## src/rtl/ptw_pkg.sv

```systemverilog
package ptw_pkg;

  localparam int PTE_W         = 32;
  localparam int PTE_VALID_BIT = 0;
  localparam int PTE_PERM_LSB  = 1;
  localparam int PTE_PERM_W    = 3;
  localparam int PTE_PFN_LSB   = 12;
  localparam int PTE_PFN_W     = PTE_W - PTE_PFN_LSB;
  localparam int PTE_RSV_LSB   = PTE_PERM_LSB + PTE_PERM_W;

  localparam logic [1:0] ACC_READ  = 2'b00;
  localparam logic [1:0] ACC_WRITE = 2'b01;
  localparam logic [1:0] ACC_EXEC  = 2'b10;

  typedef enum logic [1:0] {
    FLT_NONE    = 2'b00,
    FLT_LEN     = 2'b01,
    FLT_INVALID = 2'b10,
    FLT_PROT    = 2'b11
  } ptw_fault_e;

  typedef enum logic [2:0] {
    ST_IDLE,
    ST_BOUND,
    ST_ISSUE,
    ST_AWAIT,
    ST_JUDGE,
    ST_REPORT
  } ptw_state_e;

endpackage

```

## src/rtl/ptw_bounds.sv

```systemverilog
module ptw_bounds #(
  parameter int VPN_W       = 20,
  parameter int PA_W        = 32,
  parameter int ENTRY_BYTES = 4
) (
  input  logic [VPN_W-1:0] vpn,
  input  logic [VPN_W:0]   len,
  input  logic [PA_W-1:0]  base,
  output logic             out_of_range,
  output logic [PA_W-1:0]  entry_addr
);

  localparam int OFF_SH = $clog2(ENTRY_BYTES);

  always_comb begin
    out_of_range = ({1'b0, vpn} >= len);
    entry_addr   = base + (PA_W'(vpn) << OFF_SH);
  end

endmodule

```

## src/rtl/ptw_entry_check.sv

```systemverilog
module ptw_entry_check
  import ptw_pkg::*;
(
  input  logic [PTE_W-1:0]      pte,
  input  logic [1:0]            acc,
  output ptw_fault_e            fault,
  output logic [PTE_PFN_W-1:0]  pfn,
  output logic [PTE_PERM_W-1:0] perm
);

  logic granted;
  logic rsv_dirty;

  always_comb begin
    pfn       = pte[PTE_W-1:PTE_PFN_LSB];
    perm      = pte[PTE_RSV_LSB-1:PTE_PERM_LSB];
    rsv_dirty = |pte[PTE_PFN_LSB-1:PTE_RSV_LSB];
    unique case (acc)
      ACC_READ:  granted = perm[0];
      ACC_WRITE: granted = perm[1];
      ACC_EXEC:  granted = perm[2];
      default:   granted = 1'b0;
    endcase
    if (!pte[PTE_VALID_BIT] || rsv_dirty) fault = FLT_INVALID;
    else if (!granted)                     fault = FLT_PROT;
    else                                   fault = FLT_NONE;
  end

endmodule

```

## src/rtl/ptw_walker.sv

```systemverilog
module ptw_walker
  import ptw_pkg::*;
#(
  parameter int VPN_W       = 20,
  parameter int PA_W        = 32,
  parameter int ENTRY_BYTES = 4
) (
  input  logic                  clk,
  input  logic                  rst_n,
  input  logic                  walk_start,
  input  logic [VPN_W-1:0]      walk_vpn,
  input  logic [1:0]            walk_acc,
  input  logic [PA_W-1:0]       tbl_base,
  input  logic [VPN_W:0]        tbl_len,
  output logic                  busy,
  output logic                  mem_req_valid,
  input  logic                  mem_req_ready,
  output logic [PA_W-1:0]       mem_req_addr,
  input  logic                  mem_rsp_valid,
  input  logic [PTE_W-1:0]      mem_rsp_data,
  output logic                  done,
  output logic [1:0]            done_fault,
  output logic [PTE_PFN_W-1:0]  done_pfn,
  output logic [PTE_PERM_W-1:0] done_perm,
  output logic                  tlb_fill,
  output logic [VPN_W-1:0]      tlb_vpn,
  output logic [PTE_PFN_W-1:0]  tlb_pfn,
  output logic [PTE_PERM_W-1:0] tlb_perm
);

  ptw_state_e state_q, state_d;

  logic [VPN_W-1:0]      vpn_q;
  logic [1:0]            acc_q;
  logic [PA_W-1:0]       addr_q;
  logic [PTE_W-1:0]      pte_q;
  ptw_fault_e            fault_q, fault_d;
  logic [PTE_PFN_W-1:0]  pfn_q, pfn_d;
  logic [PTE_PERM_W-1:0] perm_q, perm_d;

  logic                  oor;
  logic [PA_W-1:0]       entry_addr;
  ptw_fault_e            chk_fault;
  logic [PTE_PFN_W-1:0]  chk_pfn;
  logic [PTE_PERM_W-1:0] chk_perm;

  logic take_en, addr_en, pte_en, res_en;

  ptw_bounds #(
    .VPN_W(VPN_W), .PA_W(PA_W), .ENTRY_BYTES(ENTRY_BYTES)
  ) u_bounds (
    .vpn(vpn_q), .len(tbl_len), .base(tbl_base),
    .out_of_range(oor), .entry_addr(entry_addr)
  );

  ptw_entry_check u_judge (
    .pte(pte_q), .acc(acc_q),
    .fault(chk_fault), .pfn(chk_pfn), .perm(chk_perm)
  );

  // next state and enables
  always_comb begin
    state_d = state_q;
    take_en = 1'b0;
    addr_en = 1'b0;
    pte_en  = 1'b0;
    res_en  = 1'b0;
    fault_d = chk_fault;
    pfn_d   = chk_pfn;
    perm_d  = chk_perm;
    unique case (state_q)
      ST_IDLE: if (walk_start) begin
        take_en = 1'b1;
        state_d = ST_BOUND;
      end
      ST_BOUND: if (oor) begin
        res_en  = 1'b1;
        fault_d = FLT_LEN;
        pfn_d   = '0;
        perm_d  = '0;
        state_d = ST_REPORT;
      end else begin
        addr_en = 1'b1;
        state_d = ST_ISSUE;
      end
      ST_ISSUE:  if (mem_req_ready) state_d = ST_AWAIT;
      ST_AWAIT:  if (mem_rsp_valid) begin
        pte_en  = 1'b1;
        state_d = ST_JUDGE;
      end
      ST_JUDGE: begin
        res_en  = 1'b1;
        state_d = ST_REPORT;
      end
      ST_REPORT: state_d = ST_IDLE;
      default:   state_d = ST_IDLE;
    endcase
  end

  always_ff @(posedge clk or negedge rst_n) begin
    if (!rst_n) state_q <= ST_IDLE;
    else        state_q <= state_d;
  end

  always_ff @(posedge clk) begin
    if (take_en) begin
      vpn_q <= walk_vpn;
      acc_q <= walk_acc;
    end
    if (addr_en) addr_q <= entry_addr;
    if (pte_en)  pte_q  <= mem_rsp_data;
    if (res_en) begin
      fault_q <= fault_d;
      pfn_q   <= pfn_d;
      perm_q  <= perm_d;
    end
  end

  always_comb begin
    busy          = (state_q != ST_IDLE);
    mem_req_valid = (state_q == ST_ISSUE);
    mem_req_addr  = addr_q;
    done          = (state_q == ST_REPORT);
    done_fault    = fault_q;
    done_pfn      = pfn_q;
    done_perm     = perm_q;
    tlb_fill      = done && (fault_q == FLT_NONE);
    tlb_vpn       = vpn_q;
    tlb_pfn       = pfn_q;
    tlb_perm      = perm_q;
  end

endmodule

```

## config.mk

```make
export PLATFORM = sky130hd
export DESIGN_NAME = ptw_walker
export DESIGN_NICKNAME = d
export VERILOG_FILES = /design/src/rtl/ptw_pkg.sv /design/src/rtl/ptw_bounds.sv /design/src/rtl/ptw_entry_check.sv /design/src/rtl/ptw_walker.sv
export SDC_FILE = /design/constraint.sdc
export NUM_CORES = 1
export LEC_CHECK = 0
export ABC_CLOCK_PERIOD_IN_PS = 5100
export BUFFER_PORTS_ARGS = -buffer_cell sky130_fd_sc_hd__buf_2
export CELL_PAD_IN_SITES_DETAIL_PLACEMENT = 0
export CELL_PAD_IN_SITES_GLOBAL_PLACEMENT = 1
export CORE_UTILIZATION = 32
export DETAILED_ROUTE_END_ITERATION = 16
export PLACE_DENSITY_LB_ADDON = 0.1
export SETUP_SLACK_MARGIN = 0.1
export SLEW_MARGIN = 10
export SYNTH_ARGS = -nofsm -noshare
export SYNTH_HDL_FRONTEND = slang
export SYNTH_HIERARCHICAL = 1
export SYNTH_SLANG_ARGS = --single-unit
```

## constraint.sdc

```tcl
create_clock -name clk -period 5.1 [get_ports clk]
set_clock_uncertainty 0.15 [all_clocks]
set_input_delay 0.51 -clock clk [delete_from_list [all_inputs] [get_ports clk]]
set_output_delay 0.51 -clock clk [all_outputs]
set_load 0.02 [all_outputs]
```

==> results_tabular.tex <==
\begin{tabular}{lr}
\hline
Metric & Value \\
\hline
\multicolumn{2}{l}{\textbf{Floorplanning}} \\
\quad IO Pins & 216 \\
\quad Total number of placement rows & 49 \\
\quad Die boundary height & 137.9 um \\
\quad Die width & 137.9 um \\
\quad Core outline area & 0.01802 mm2 \\
\quad Die area & 0.01903 mm2 \\
\quad Initial standard-cell utilization of the core & 32.81\% \\
\multicolumn{2}{l}{\textbf{STA}} \\
\quad Final cycle utilization of the critical path & 72.52\% \\
\quad Setup repair after global routing missed its margin & no \\
\quad Setup TNS & 0 ns \\
\quad Fmax & 0.2704 GHz \\
\quad Final critical delay including setup and external delays & 3.699 ns \\
\quad Number of setup violations in the final report & 0 \\
\quad Final Hold Fails & 0 \\
\quad Transition time at the pin with the least slew margin & 0.9488 ns \\
\quad Relative max-transition margin & 36.60\% \\
\quad Number of max-slew violations in the final report & 0 \\
\quad Post-Route Hold Slack & 0.1192 ns \\
\multicolumn{2}{l}{\textbf{Synth}} \\
\quad Sequential area share after synthesis & 57.64\% \\
\quad Number of different library cells in the post-synthesis netlist & 52 \\
\quad Number of synthesized flops with an enable pin & 111 \\
\quad Async S/R FF share, synth & 2.632\% \\
\quad Library cell with the largest summed area after synthesis & sky130\_fd\_sc\_hd\_\_edfxtp\_1 \\
\quad Seq cells post-synth & 114 \\
\quad Mean area per synthesized cell & 12.80 um2 \\
\quad Cell area after synthesis & 0.005913 mm2 \\
\quad Leading register cell type out of synthesis & sky130\_fd\_sc\_hd\_\_edfxtp\_1 \\
\quad Synth warnings & 6 \\
\quad Ranking of synthesized cells by area & sky130\_fd\_sc\_hd\_\_edfxtp\_1, sky130\_fd\_sc\_hd\_\_ha\_1, sky130\_fd\_sc\_hd\_\_buf\_4 \\
\quad Synth Instances & 462 \\
\quad Share of Yosys cell area claimed by the top area cell type & 56.37\% \\
\quad Net Count, Synth & 615 \\
\multicolumn{2}{l}{\textbf{Worst hold path}} \\
\quad Hold wc startpoint & walk\_vpn[7] \\
\quad Path type of the worst min-delay path & in -> reg \\
\quad Worst Hold Endpoint & tlb\_vpn[7]\$\_DFFE\_PP\_ \\
\quad Min-Delay Path Depth & 1 \\
\multicolumn{2}{l}{\textbf{Layout}} \\
\quad Most common library cell in the layout ignoring fill and taps & sky130\_fd\_sc\_hd\_\_buf\_2 \\
\quad Count of fill cells added during filler insertion & 1,789 \\
\quad Most frequent cells in the layout & sky130\_fd\_sc\_hd\_\_buf\_2, sky130\_fd\_sc\_hd\_\_edfxtp\_1, sky130\_fd\_sc\_hd\_\_ha\_1 \\
\quad Fraction of layout instances using a drive strength above 1 & 40.40\% \\
\quad Number of nets at the end of the flow & 797 \\
\quad Syn-to-layout area delta & 27.04\% \\
\quad Post-route core utilization & 41.68\% \\
\quad N\_diodes & 0 \\
\multicolumn{2}{l}{\textbf{Placed design}} \\
\quad Routability cong. & 0.7689 \\
\quad Number of buffers inserted by port buffering & 215 \\
\quad Hpwl dp & 10.81 mm \\
\multicolumn{2}{l}{\textbf{Critical path}} \\
\quad Terminus of the critical flop-to-flop path & done\_pfn[0]\$\_DFFE\_PP\_ \\
\quad Crit Path Max Fanout & 16 \\
\quad Launch point of the worst reg-to-reg path & tlb\_vpn[8]\$\_DFFE\_PP\_ \\
\quad Req. time, crit path & 5.11 ns \\
\quad Crit path DAT & 3.71 ns \\
\quad Reg-to-reg slack, setup & 1.40 ns \\
\quad Depth of the most critical reg-to-reg path & 10 \\
\quad Startpoint-to-endpoint class of the critical path & reg -> reg \\
\quad Launching element type of the critical path & flop \\
\quad Critical Path End Type & flop \\
\multicolumn{2}{l}{\textbf{GRT}} \\
\quad Total track usage & 14.55\% \\
\quad Number of global-route vias before repair & 3,904 \\
\quad Number of antenna violations at the first check in global routing & 1 \\
\quad Pin count of the biggest net entering global routing & 34 \\
\quad Wire length of the first global-routing pass & 20.09 mm \\
\quad Leftover overflow at the end of global routing & 0 \\
\multicolumn{2}{l}{\textbf{Route}} \\
\quad Total detailed-routing wirelength & 13.78 mm \\
\quad Mean routed wirelength per cell & 15.57 um \\
\quad Drt initial violations & 139 \\
\quad Antenna Violating Nets Remaining & 0 \\
\quad Total via count in the routed design & 4,019 \\
\quad Average via count per standard cell & 4.541 \\
\quad Detailed-router iteration count before antenna repair & 4 \\
\quad Number of remaining DRC errors & 0 \\
\multicolumn{2}{l}{\textbf{Job}} \\
\quad Maximum Capacitance Violations & 0 \\
\multicolumn{2}{l}{\textbf{Clocking}} \\
\quad Clock tree from TritonCTS & yes \\
\quad Maximum clock path buffer count & 2 \\
\quad Post-cts gate resize count & 0 \\
\quad Total clock buffers created by CTS & 17 \\
\quad Number of post-CTS setup repair buffers & 0 \\
\quad Clock latency of the later-clocked register in the worst-skew pair & 0.41 ns \\
\quad Number of levels the H-tree was split into & 4 \\
\quad Clock Tree Root & sky130\_fd\_sc\_hd\_\_clkbuf\_16 \\
\quad CTS Sinks & 114 \\
\quad Clk pin slew, worst setup/hold paths & 0.06 ns \\
\multicolumn{2}{l}{\textbf{Power}} \\
\quad Worst IR drop on VDD & 0.2278 mV \\
\quad Power per cell area & 503.9 mW/mm2 \\
\quad Overall Power & 3.785 mW \\
\quad Static Leak & 3.278 nW \\
\multicolumn{2}{l}{\textbf{Status}} \\
\quad Outcome & complete, no violations \\
\hline
\end{tabular}
==> worst max path at each step <==
stage	from	endpoint	slack, ns	depth (start not counted)
finish	tlb_vpn[8]$_DFFE_PP_	done_pfn[0]$_DFFE_PP_	1.40	10
floorplan	tlb_vpn[10]$_DFFE_PP_	mem_req_addr[0]$_DFFE_PP_	0.94	8
detailed placement	tbl_len[7]	done_pfn[0]$_DFFE_PP_	1.18	12
global placement	tbl_len[7]	done_pfn[15]$_DFFE_PP_	1.30	12
CTS	tlb_vpn[8]$_DFFE_PP_	done_pfn[0]$_DFFE_PP_	1.33	10
global route	tlb_vpn[8]$_DFFE_PP_	done_pfn[0]$_DFFE_PP_	1.10	10
==> report_power, final <==
group / internal [mW] / switching, mW / total (mW) / leakage [nW]
Clock: 0.722 / 0.446 / 1.17 / 0.280
Combinational: 0.412 / 0.740 / 1.15 / 1.94
Sequential: 1.34 / 0.128 / 1.46 / 1.06
==> critical path: stages, from the launching register on <==
cell and delay, ns:
sky130_fd_sc_hd__edfxtp_1 0.48, sky130_fd_sc_hd__ha_1 0.34, sky130_fd_sc_hd__and4_1 0.19, sky130_fd_sc_hd__nand3_1 0.09
sky130_fd_sc_hd__o2111ai_1 0.19, sky130_fd_sc_hd__a21oi_1 0.11, sky130_fd_sc_hd__a211oi_1 0.65, sky130_fd_sc_hd__inv_2 0.12
sky130_fd_sc_hd__nor4b_4 0.76, sky130_fd_sc_hd__buf_4 0.30, sky130_fd_sc_hd__nor2b_1 0.06
==> per-layer routing <==
layer / wire length, um / global-route usage, % / part of all wire [%]
met2: 6797 / 23.94 / 49
met3: 927 / 4.605 / 6.7
met4: 170 / 6.039 / 1.2
met1: 5872 / 17.51 / 43
met5: 13 / 0 / 0.094
==> registers in the layout (all words and copies together) (netlist names) <==
name,flops
acc_q,2
done_fault,2
done_perm,3
done_pfn,20
mem_req_addr,32
pte_q,32
state_q,3
tlb_vpn,20
==> cell families (layout without fill, tap and decap cells) <==
group	count (synthesis)	after routing	synth area share [%]
AOI/OAI and AO/OA	86	86	9.966
xor gates and xnor gates	27	27	3.999
adders and majority gates	41	41	8.802
buffers and inverters	84	278	8.696
DFF	114	114	57.64
muxes	1	1	0.1693
and+or+nand+nor	109	109	10.73
==> cells in the mapped netlist, types with 3 or more instances <==
master / n
sky130_fd_sc_hd__o211ai_1: 4
sky130_fd_sc_hd__nand3_1: 8
sky130_fd_sc_hd__edfxtp_1: 111
sky130_fd_sc_hd__a31oi_1: 4
sky130_fd_sc_hd__ha_1: 40
sky130_fd_sc_hd__o21ai_1: 9
sky130_fd_sc_hd__dfrtp_1: 3
sky130_fd_sc_hd__xnor2_1: 17
sky130_fd_sc_hd__nor2_1: 18
sky130_fd_sc_hd__nand4_1: 5
sky130_fd_sc_hd__buf_2: 6
sky130_fd_sc_hd__a21o_1: 20
sky130_fd_sc_hd__a21oi_1: 28
sky130_fd_sc_hd__nor3b_1: 4
sky130_fd_sc_hd__inv_1: 26
sky130_fd_sc_hd__xor2_1: 10
sky130_fd_sc_hd__nand2_1: 16
sky130_fd_sc_hd__nand2b_1: 10
sky130_fd_sc_hd__or2_1: 3
sky130_fd_sc_hd__nor3_1: 5
sky130_fd_sc_hd__o21ai_0: 6
sky130_fd_sc_hd__buf_4: 49
sky130_fd_sc_hd__nor2b_1: 24
==> final cells by class <==
class | count | area (um2) | share of cell area (%)
clock inverters | 14 | 155.1 | 2.065
clock buffers | 17 | 425.4 | 5.663
inverters | 27 | 101.3 | 1.349
flip-flops and latches | 114 | 3408 | 45.37
multi-input cells | 264 | 2019 | 26.88
repair buffers | 220 | 1116 | 14.86
well taps | 229 | 286.5 | 3.814
==> metrics by stage <==
step / std cells / area (um2) / worst slack (ns)
floorplan: 462 / 5919 / 0.9417
global placement: 853 / 6922 / 1.297
detailed placement: 853 / 6922 / 1.176
CTS: 885 / 7512 / 1.330
global route: 885 / 7512 / 1.105
finish: 885 / 7512 / 1.401
==> repair_timing <==
| action | CTS | global route |
|---|---|---|
| endpoints found under the setup margin | 0 | 0 |
| endpoints found under the hold margin | 3 | 0 |
| hold buffers | 1 | 0 |
Power figures use the tool's default switching activity.
